File: config.mk
export PLATFORM = sky130hd
export DESIGN_NAME = intr_moderator
export DESIGN_NICKNAME = d
export VERILOG_FILES = /design/src/rtl/imod_pkg.sv /design/src/rtl/imod_regs.sv /design/src/rtl/imod_delay_sel.sv /design/src/rtl/imod_timer.sv /design/src/rtl/intr_moderator.sv
export SDC_FILE = /design/constraint.sdc
export NUM_CORES = 1
export LEC_CHECK = 0
export BUFFER_PORTS_ARGS = -buffer_cell sky130_fd_sc_hd__buf_2
export CORE_MARGIN = 2
export CORE_UTILIZATION = 30
export DETAILED_ROUTE_END_ITERATION = 10
export SYNTH_ARGS = -nofsm -noshare
export SYNTH_HDL_FRONTEND = slang
export SYNTH_SLANG_ARGS = --single-unit
export TNS_END_PERCENT = 100
File: constraint.sdc
create_clock -name clk -period 11.3 [get_ports clk]
set_input_delay 0.565 -clock clk [delete_from_list [all_inputs] [get_ports clk]]
set_output_delay 0.565 -clock clk [all_outputs]
set_load 0.005 [all_outputs]
File: src/rtl/imod_pkg.sv
package imod_pkg;
  localparam int REG_W = 16;
  localparam int CNT_W = REG_W + 2;

  typedef enum logic [1:0] {
    SEL_THROTTLE = 2'd0,
    SEL_RX_GATE  = 2'd1,
    SEL_RX_ABS   = 2'd2,
    SEL_TX_ABS   = 2'd3
  } reg_sel_e;

  typedef struct packed {
    logic [REG_W-1:0] throttle;
    logic [REG_W-1:0] rx_gate;
    logic [REG_W-1:0] rx_abs;
    logic [REG_W-1:0] tx_abs;
  } delay_regs_t;
endpackage

File: src/rtl/imod_regs.sv
module imod_regs
  import imod_pkg::*;
(
  input  logic             clk,
  input  logic             rst,
  input  logic             wr,
  input  logic [1:0]       sel,
  input  logic [REG_W-1:0] wdata,
  output delay_regs_t      regs
);
  always_ff @(posedge clk) begin
    if (rst) begin
      regs <= '0;
    end else if (wr) begin
      unique case (reg_sel_e'(sel))
        SEL_THROTTLE: regs.throttle <= wdata;
        SEL_RX_GATE:  regs.rx_gate  <= wdata;
        SEL_RX_ABS:   regs.rx_abs   <= wdata;
        SEL_TX_ABS:   regs.tx_abs   <= wdata;
        default:      regs          <= regs;
      endcase
    end
  end
endmodule

File: src/rtl/imod_delay_sel.sv
module imod_delay_sel
  import imod_pkg::*;
(
  input  delay_regs_t      regs,
  input  logic             ide_flag,
  input  logic             tx_cause,
  input  logic             rx_cause,
  output logic [CNT_W-1:0] delay
);
  localparam int NCAND = 3;

  logic [CNT_W-1:0] cand [NCAND];
  logic             qual [NCAND];

  // Candidate 0: throttle (always qualifies). 1: receive absolute. 2: transmit.
  assign cand[0] = {2'b00, regs.throttle};
  assign qual[0] = 1'b1;
  assign cand[1] = {regs.rx_abs, 2'b00};
  assign qual[1] = rx_cause && (regs.rx_gate != '0);
  assign cand[2] = {regs.tx_abs, 2'b00};
  assign qual[2] = tx_cause && ide_flag;

  always_comb begin
    delay = '0;
    for (int i = 0; i < NCAND; i++) begin
      if (qual[i] && cand[i] != '0 && (delay == '0 || cand[i] < delay))
        delay = cand[i];
    end
  end
endmodule

File: src/rtl/imod_timer.sv
module imod_timer #(
  parameter int CNT_W = 18,
  parameter int TICK  = 51
) (
  input  logic             clk,
  input  logic             rst,
  input  logic             clr,
  input  logic             arm,
  input  logic [CNT_W-1:0] load,
  output logic             running
);
  localparam int PRE_W = (TICK > 1) ? $clog2(TICK) : 1;
  localparam logic [PRE_W-1:0] PRE_LAST = PRE_W'(TICK - 1);

  logic [PRE_W-1:0] pre_q;
  logic [CNT_W-1:0] cnt_q;

  always_ff @(posedge clk) begin
    if (rst || clr) begin
      running <= 1'b0;
      cnt_q   <= '0;
      pre_q   <= '0;
    end else if (arm) begin
      running <= 1'b1;
      cnt_q   <= load;
      pre_q   <= '0;
    end else if (running) begin
      if (pre_q == PRE_LAST) begin
        pre_q <= '0;
        if (cnt_q == CNT_W'(1)) begin
          running <= 1'b0;
          cnt_q   <= '0;
        end else begin
          cnt_q <= cnt_q - 1'b1;
        end
      end else begin
        pre_q <= pre_q + 1'b1;
      end
    end
  end

  // the count moves only on a prescaler tick
  a_r7_count_on_tick: assert property (@(posedge clk) disable iff (rst)
    (running && !arm && !clr && pre_q != PRE_LAST) |=> $stable(cnt_q));
  // a running window always has ticks left to count
  a_r7_count_nonzero: assert property (@(posedge clk) disable iff (rst)
    running |-> (cnt_q != '0));
endmodule

File: src/rtl/intr_moderator.sv
module intr_moderator
  import imod_pkg::*;
#(
  parameter int CAUSE_W       = 32,
  parameter int CLK_PERIOD_PS = 5000,
  parameter int TXDW_BIT      = 0,
  parameter int TXQE_BIT      = 1,
  parameter int RXT_BIT       = 7
) (
  input  logic               clk,
  input  logic               rst,
  input  logic               mod_en,
  input  logic [CAUSE_W-1:0] pend,
  input  logic               desc_done,
  input  logic               desc_ide,
  input  logic               reg_wr,
  input  logic [1:0]         reg_sel,
  input  logic [31:0]        reg_wdata,
  output logic               irq
);
  localparam int TICK_RAW = (256000 + CLK_PERIOD_PS / 2) / CLK_PERIOD_PS;
  localparam int TICK     = (TICK_RAW < 1) ? 1 : TICK_RAW;

  delay_regs_t      regs;
  logic [CNT_W-1:0] delay;
  logic             running;
  logic             ide_q;
  logic             pend_any;
  logic             rise, hold, eval, arm;
  logic             ide_in;

  imod_regs u_regs (
    .clk   (clk),
    .rst   (rst),
    .wr    (reg_wr),
    .sel   (reg_sel),
    .wdata (reg_wdata[REG_W-1:0]),
    .regs  (regs)
  );

  imod_delay_sel u_sel (
    .regs     (regs),
    .ide_flag (ide_q),
    .tx_cause (pend[TXDW_BIT] | pend[TXQE_BIT]),
    .rx_cause (pend[RXT_BIT]),
    .delay    (delay)
  );

  imod_timer #(.CNT_W(CNT_W), .TICK(TICK)) u_tmr (
    .clk     (clk),
    .rst     (rst),
    .clr     (!mod_en),
    .arm     (arm),
    .load    (delay),
    .running (running)
  );

  assign pend_any = |pend;
  assign rise     = !irq && pend_any;
  assign hold     = rise && running && mod_en;
  assign eval     = rise && !running && mod_en;
  assign arm      = eval && (delay != '0);
  assign ide_in   = desc_done && desc_ide;

  always_ff @(posedge clk) begin
    if (rst) begin
      irq   <= 1'b0;
      ide_q <= 1'b0;
    end else begin
      irq   <= hold ? 1'b0 : pend_any;
      ide_q <= eval ? ide_in : (ide_q | ide_in);
    end
  end

  // an edge inside an open window is held back
  a_r2_hold_in_window: assert property (@(posedge clk) disable iff (rst)
    (mod_en && running && !irq && pend_any) |=> !irq);
  // with no window open, a new edge reaches the line in one cycle
  a_r3_first_passes: assert property (@(posedge clk) disable iff (rst)
    (!running && !irq && pend_any) |=> irq);
  // outside a held edge the line tracks the pending level
  a_r1_follow: assert property (@(posedge clk) disable iff (rst)
    (irq || !running || !mod_en) |=> (irq == $past(pend_any)));
  // a disabled unit keeps no window open
  a_r11_no_window_off: assert property (@(posedge clk) disable iff (rst)
    !mod_en |=> !running);
endmodule

# Word-level counts from Yosys, hierarchy flattened
# Cells that the tools add are included.
# totals
ff_bits,91
inputBits,72
output_inout_bits,1
word_cells,70
# classes
n_addsub,2
n_lt_le_gt_ge,2
n_eq_ne,5
mux,13
bitwise_logic,2
reduce_logical,37
# ops
cell,n
18-bit two-way mux,6
18-bit nonzero test,4
18-bit zero test,2
18-bit less-than comparator,2
32-bit OR reduction,1
18-bit by 1-bit equality test with 1-bit output (second input constant),1
18-bit by 1-bit subtractor with 18-bit output (second input constant),1
16-bit two-way mux,1
16-bit nonzero test,1
1-bit logical AND,13
2-bit AND reduction,5
6-bit by 1-bit adder with 6-bit output (second input constant),1
6-bit equality test (second input constant),1
6-bit two-way mux,1
1-bit two-way mux,5
2-bit equality test (second input constant),2
2-bit nonzero test,2
2-bit OR reduction,2
1-bit zero test,3
1-bit logical OR,3
2-bit by 1-bit equality test with 1-bit output (second input constant),1
2-bit zero test,1
1-bit OR,2

# Logic depth before layout (Yosys ltp)
# logic_depth
depth_word,14
mapped_depth,19
ltp_nobuf,17

# Hierarchy
# Synthesis repeated with hierarchy kept, for this count alone.
# hier_totals
cells_unflattened,611
area_unflattened_um2,5625.4
# by_module_without_submodules
module,n_inst,cells_each,area_per_inst_um2,seq_area_each_um2
imod_regs,1,229,2549.9,1281.2
imod_timer,1,175,1441.4,500.5
imod_delay_sel,1,178,1432.6,0.0
intr_moderator,1,29,201.4,40.0

# Least setup slack after synthesis
# OpenSTA, ideal clock, no wires.
# synth_timing
kind,reg-to-reg
startpoint,"register, netlist name u_regs.regs[57]"
endpoint,register u_tmr.cnt_q[7]
setup_time_ns,0.066
arrival_time_ns,3.853
t_required_ns,11.234
slack_ns,7.380
stages_incl_launch_ff,20
n_path_buf,2
period_less_slack_ns,3.920
path_cell_list,dfxtp_1 -> inv_1 -> ha_1 -> nand4_1 -> a211oi_1 -> nor3_2 -> a211oi_2 -> nor2_8 -> buf_8 -> mux2i_1 -> ha_1 -> nand4_1 -> nor3_1 -> nand2_1 -> o311ai_0 -> o22ai_2 -> nand2_4 -> buf_6 -> mux2_2 -> a21oi_2
# synth_between
elab_chain_cells,14
elab_cells_between_ends,18
cone_classes,2 x order compare; 4 x mux; 12 x reduce/logical
# synth_rtl
element,line,source
18-bit nonzero test,imod_delay_sel.sv:26,if (qual[i] && cand[i] != '0 && (delay == '0 || cand[i] < delay))
16-bit two-way mux *,imod_delay_sel.sv:26,
18-bit less-than comparator / 18-bit zero test (equally long branches),imod_delay_sel.sv:26,
1-bit logical OR,imod_delay_sel.sv:26,
1-bit logical AND,imod_delay_sel.sv:26,
18-bit two-way mux *,imod_delay_sel.sv:26,
18-bit less-than comparator / 18-bit zero test (equally long branches),imod_delay_sel.sv:26,
1-bit logical OR,imod_delay_sel.sv:26,
1-bit logical AND,imod_delay_sel.sv:26,
18-bit two-way mux *,imod_delay_sel.sv:26,
18-bit nonzero test,intr_moderator.sv:62,assign arm = eval && (delay != '0);
1-bit logical AND,intr_moderator.sv:62,
2-bit nonzero test (no source line),-,
2-bit AND reduction (no source line),-,
to (signal assigned),imod_timer.sv:25,cnt_q <= load;
to (signal assigned),imod_timer.sv:34,cnt_q <= cnt_q - 1'b1;
to (decl),imod_timer.sv:16,logic [CNT_W-1:0] cnt_q;
# Mark *: on every way between the ends. The rest lies on a longest branch, timed or not.
# A chain may end at the register's enable or synchronous reset.

# Worst setup path in the final report
# layout_timing
startpoint,"register, netlist name u_regs.regs[59]"
endpoint,register u_tmr.cnt_q[2]
# layout_between
elab_chain_cells,14
elab_cells_between_ends,18
cone_classes,2 x order compare; 4 x mux; 12 x reduce/logical
# layout_rtl
element,line
18-bit nonzero test,imod_delay_sel.sv:26
16-bit two-way mux *,imod_delay_sel.sv:26
18-bit less-than comparator / 18-bit zero test (equally long branches),imod_delay_sel.sv:26
1-bit logical OR,imod_delay_sel.sv:26
1-bit logical AND,imod_delay_sel.sv:26
18-bit two-way mux *,imod_delay_sel.sv:26
18-bit less-than comparator / 18-bit zero test (equally long branches),imod_delay_sel.sv:26
1-bit logical OR,imod_delay_sel.sv:26
1-bit logical AND,imod_delay_sel.sv:26
18-bit two-way mux *,imod_delay_sel.sv:26
18-bit nonzero test,intr_moderator.sv:62
1-bit logical AND,intr_moderator.sv:62
2-bit nonzero test (no source line),-
2-bit AND reduction (no source line),-
# Marked as above.

==> impl_metrics.ini <==
[synthesis]
synth-seq-cells = 91
ys_top_cells_by_count = sky130_fd_sc_hd__nand2_1 (158), sky130_fd_sc_hd__dfxtp_1 (91), sky130_fd_sc_hd__a21oi_1 (87), sky130_fd_sc_hd__ha_1 (34), sky130_fd_sc_hd__inv_1 (34)
synthesis.yosys.warnings = 0
synth_area_per_cell_sq_um = 7.78
netlist.area_leader.share = 0.344
yosys-top-cells-area = sky130_fd_sc_hd__dfxtp_1 (34%), sky130_fd_sc_hd__nand2_1 (11%), sky130_fd_sc_hd__a21oi_1 (8.2%), sky130_fd_sc_hd__ha_1 (8.0%), sky130_fd_sc_hd__mux2i_1 (3.2%)
synthDistinctLibCells = 68
synth.net_count = 787
synth.cell_area_sq_um = 5300
synth_seq_area_share = 0.344
synthMostInstantiatedCell = sky130_fd_sc_hd__nand2_1
yosysTopAreaCell = sky130_fd_sc_hd__dfxtp_1
ys.flop_type = sky130_fd_sc_hd__dfxtp_1
synth_cells = 681
async_flop_share = 0
synth-edff-count = 0

[critical_path]
crit_path_start_kind = flop
crit_path_cell_trace = inv_1 -> ha_1 -> a21oi_1 -> nor2_1 -> a211oi_1 -> a211oi_2 -> nor2_8 -> mux2i_1 -> ha_1 -> nand2_1 -> nor3_1 -> nand2_1 -> o311ai_0 -> o22ai_2 -> nand2_4 -> mux2_2 -> a211oi_1
worst_r2r_startpoint = u_regs.regs[59]$_SDFFE_PP0P_
critPathMaxFanout = 19
arrival_time_of_the_worst_setup_path_ns = 4.83
cpPeakStageDelay_ns = 0.40
cp_slowest_cell = sky130_fd_sc_hd__mux2_2
critical-path-top-delay-family = compound AO/OA/AOI/OAI gates
worstSetupPathType = flop to flop
setup.worst_path.start = u_regs.regs[59]$_SDFFE_PP0P_
worstPathRequired_ns = 11.57
worstPathBufferInverterCount = 1
worst_setup_path_end_kind = flop

[finish]
layout-area-overhead-vs-synth_pct = 13.7
final-instance-count-excl-fill = 946
n_antenna_cell = 0
nets = 822
drive_gt1_frac = 0.160

[sta]
tightestPinTransition_ns = 1.20
setup_viol_count_final = 0
finalWorstSetupSlack_ns = 6.73
rsz0062_at_grt = false
timing.final.crit_share = 0.404
final.setup.tns_ns = 0
timing.fmax_mhz = 219
timing.final.hold_violations = 0
timing.hold.ws_ns = 0.455
max_slew_margin = 0.199
skew_ns = 0.0115
slew_viol_final = 0
final.min_clock_period_ns = 4.57

[clocking]
clock_latency_ns = 0.36
worst_path_clk_slew_ns = 0.07
tritoncts.num_buffers = 9
cts.hold.buffers_added = 0
htree_num_levels = 3
postCtsSetupRepairBufs = 0
clock_tree.buffer_depth = 2
cts.repair.resized = 0
clk_root_buffer_cell = sky130_fd_sc_hd__clkbuf_16
cts_tree = yes
numClockSinks = 91

[floorplan]
placement_rows = 48
design.core.area_sq_um = 17300
design.die.area_sq_um = 18700
die_height_microns = 137
effective_utilization_at_floorplan = 0.306
io_count = 73
die_x_microns = 137

[pwr]
p_leak_nw = 2.17
power_density_nw_per_um2 = 130
worst_ir_drop_vdd_v = 0.000103
overall_power_mw = 0.780

[global_route]
initial_antenna_violation_count = 0
first_global_vias = 4541
grt_start_max_net_pins = 69
grt-ovfl-total = 0
grt_pass1_wl_microns = 23300
grt_usage = 0.159

[routing]
routed_via_density = 4.99
drt_first_iter_violations = 255
drtPass1Iterations = 6
drcViolationCount = 0
detail_route.wirelength_microns = 13900
antenna_left = 0
drt-wirelength-per-cell_microns = 14.7
num_vias = 4716

[min_path]
min_path_type = input pin to flop
timing.hold.worst.start = mod_en

[placement]
dpl.cell_count = 930
place_worst_setup_slack_ns = 6.74
io_buffers = 56
dp_hpwl_microns = 10300
globalplace.congestion = 0.867

[run]
drv.max_cap_violation_count = 0

[run_status]
run_status = finished, final reports clean
[layout by cell type (no fill, tap or decap), types with 2 or more instances in the layout]
cell | netlist | routed
sky130_fd_sc_hd__nand2_1 | 158 | 158
sky130_fd_sc_hd__dfxtp_1 | 91 | 91
sky130_fd_sc_hd__a21oi_1 | 87 | 87
sky130_fd_sc_hd__buf_2 | 2 | 56
sky130_fd_sc_hd__inv_1 | 34 | 34
sky130_fd_sc_hd__ha_1 | 34 | 34
sky130_fd_sc_hd__o21ai_0 | 33 | 33
sky130_fd_sc_hd__nor2_1 | 31 | 31
sky130_fd_sc_hd__nor4_1 | 22 | 22
sky130_fd_sc_hd__nor3_1 | 19 | 19
sky130_fd_sc_hd__mux2i_1 | 17 | 17
sky130_fd_sc_hd__nand4_1 | 15 | 15
sky130_fd_sc_hd__mux2_2 | 11 | 11
sky130_fd_sc_hd__clkbuf_16 | 0 | 9
sky130_fd_sc_hd__a211oi_1 | 7 | 7
sky130_fd_sc_hd__mux2_4 | 5 | 5
sky130_fd_sc_hd__a21oi_2 | 5 | 5
sky130_fd_sc_hd__a211oi_2 | 4 | 4
sky130_fd_sc_hd__or3_1 | 4 | 4
sky130_fd_sc_hd__o41ai_1 | 4 | 4
sky130_fd_sc_hd__nand2b_1 | 4 | 4
sky130_fd_sc_hd__nand3_1 | 4 | 4
sky130_fd_sc_hd__o2111ai_1 | 3 | 3
sky130_fd_sc_hd__and2_1 | 3 | 3
sky130_fd_sc_hd__a221oi_1 | 3 | 3
sky130_fd_sc_hd__o31ai_1 | 3 | 3
sky130_fd_sc_hd__or2_2 | 3 | 3
sky130_fd_sc_hd__inv_6 | 0 | 3
sky130_fd_sc_hd__a21o_1 | 2 | 2
sky130_fd_sc_hd__and4_1 | 2 | 2
sky130_fd_sc_hd__nor2b_1 | 2 | 2
sky130_fd_sc_hd__xor2_1 | 2 | 2
sky130_fd_sc_hd__buf_4 | 2 | 2
[cells by family after synthesis]
kind of cell               after synthesis  synth area share
and+or+nand+nor                        285             0.256
buffers and inverters                   68            0.0536
xor gates and xnor gates                 3           0.00496
AOI/OAI and AO/OA                      167             0.191
muxes                                   33            0.0697
DFF                                     91             0.344
adders and majority gates               34            0.0803
[stage by stage]
stage                util  area, sq um
finish              0.348         6020
global route        0.348         6020
CTS                 0.348         6020
detailed placement  0.331         5730
global placement    0.331         5730
floorplan               -         5300
[metal layers]
layer / GRT usage / part of all wire / wire length (microns)
met1: 0.209 / 0.49 / 6780
met2: 0.268 / 0.47 / 6580
met5: 0 / 0 / 0
met4: 0.0481 / 0.011 / 147
met3: 0.0252 / 0.027 / 376
[final timing paths]
| path | to | slack, ns | cells after the start |
|---|---|---|---|
| hold reg to reg | u_regs.regs[39]$_SDFFE_PP0P_ | 0.46 | 2 |
| setup reg to reg | u_tmr.cnt_q[2]$_SDFFE_PP0P_ | 6.73 | 17 |
| hold / removal | irq$_SDFF_PP0_ | 0.46 | 2 |
| setup / recovery | u_tmr.cnt_q[2]$_SDFFE_PP0P_ | 6.73 | 17 |
[power by group]
part	internal [mW]	total, mW	switching (mW)
clock	0.155	0.301	0.146
combinational	0.0543	0.137	0.0824
sequential	0.331	0.343	0.0115
total	0.540	0.780	0.240
[layout make-up]
cell class	instances	area (sq um)
clock buffer	9	225
clock inverter	7	67.6
fill	1898	11300
inverter	34	128
multi-input combinational	522	3200
sequential	91	1820
tap	225	282
timing repair buffer	58	295
[state kept, by name, summed over array words and instances (netlist names)]
signal	cells
ide_q	1
u_regs.regs	64
u_tmr.running	1
u_tmr.pre_q	6
u_tmr.cnt_q	18
irq	1
No activity file was read; power rests on OpenSTA's default activity.
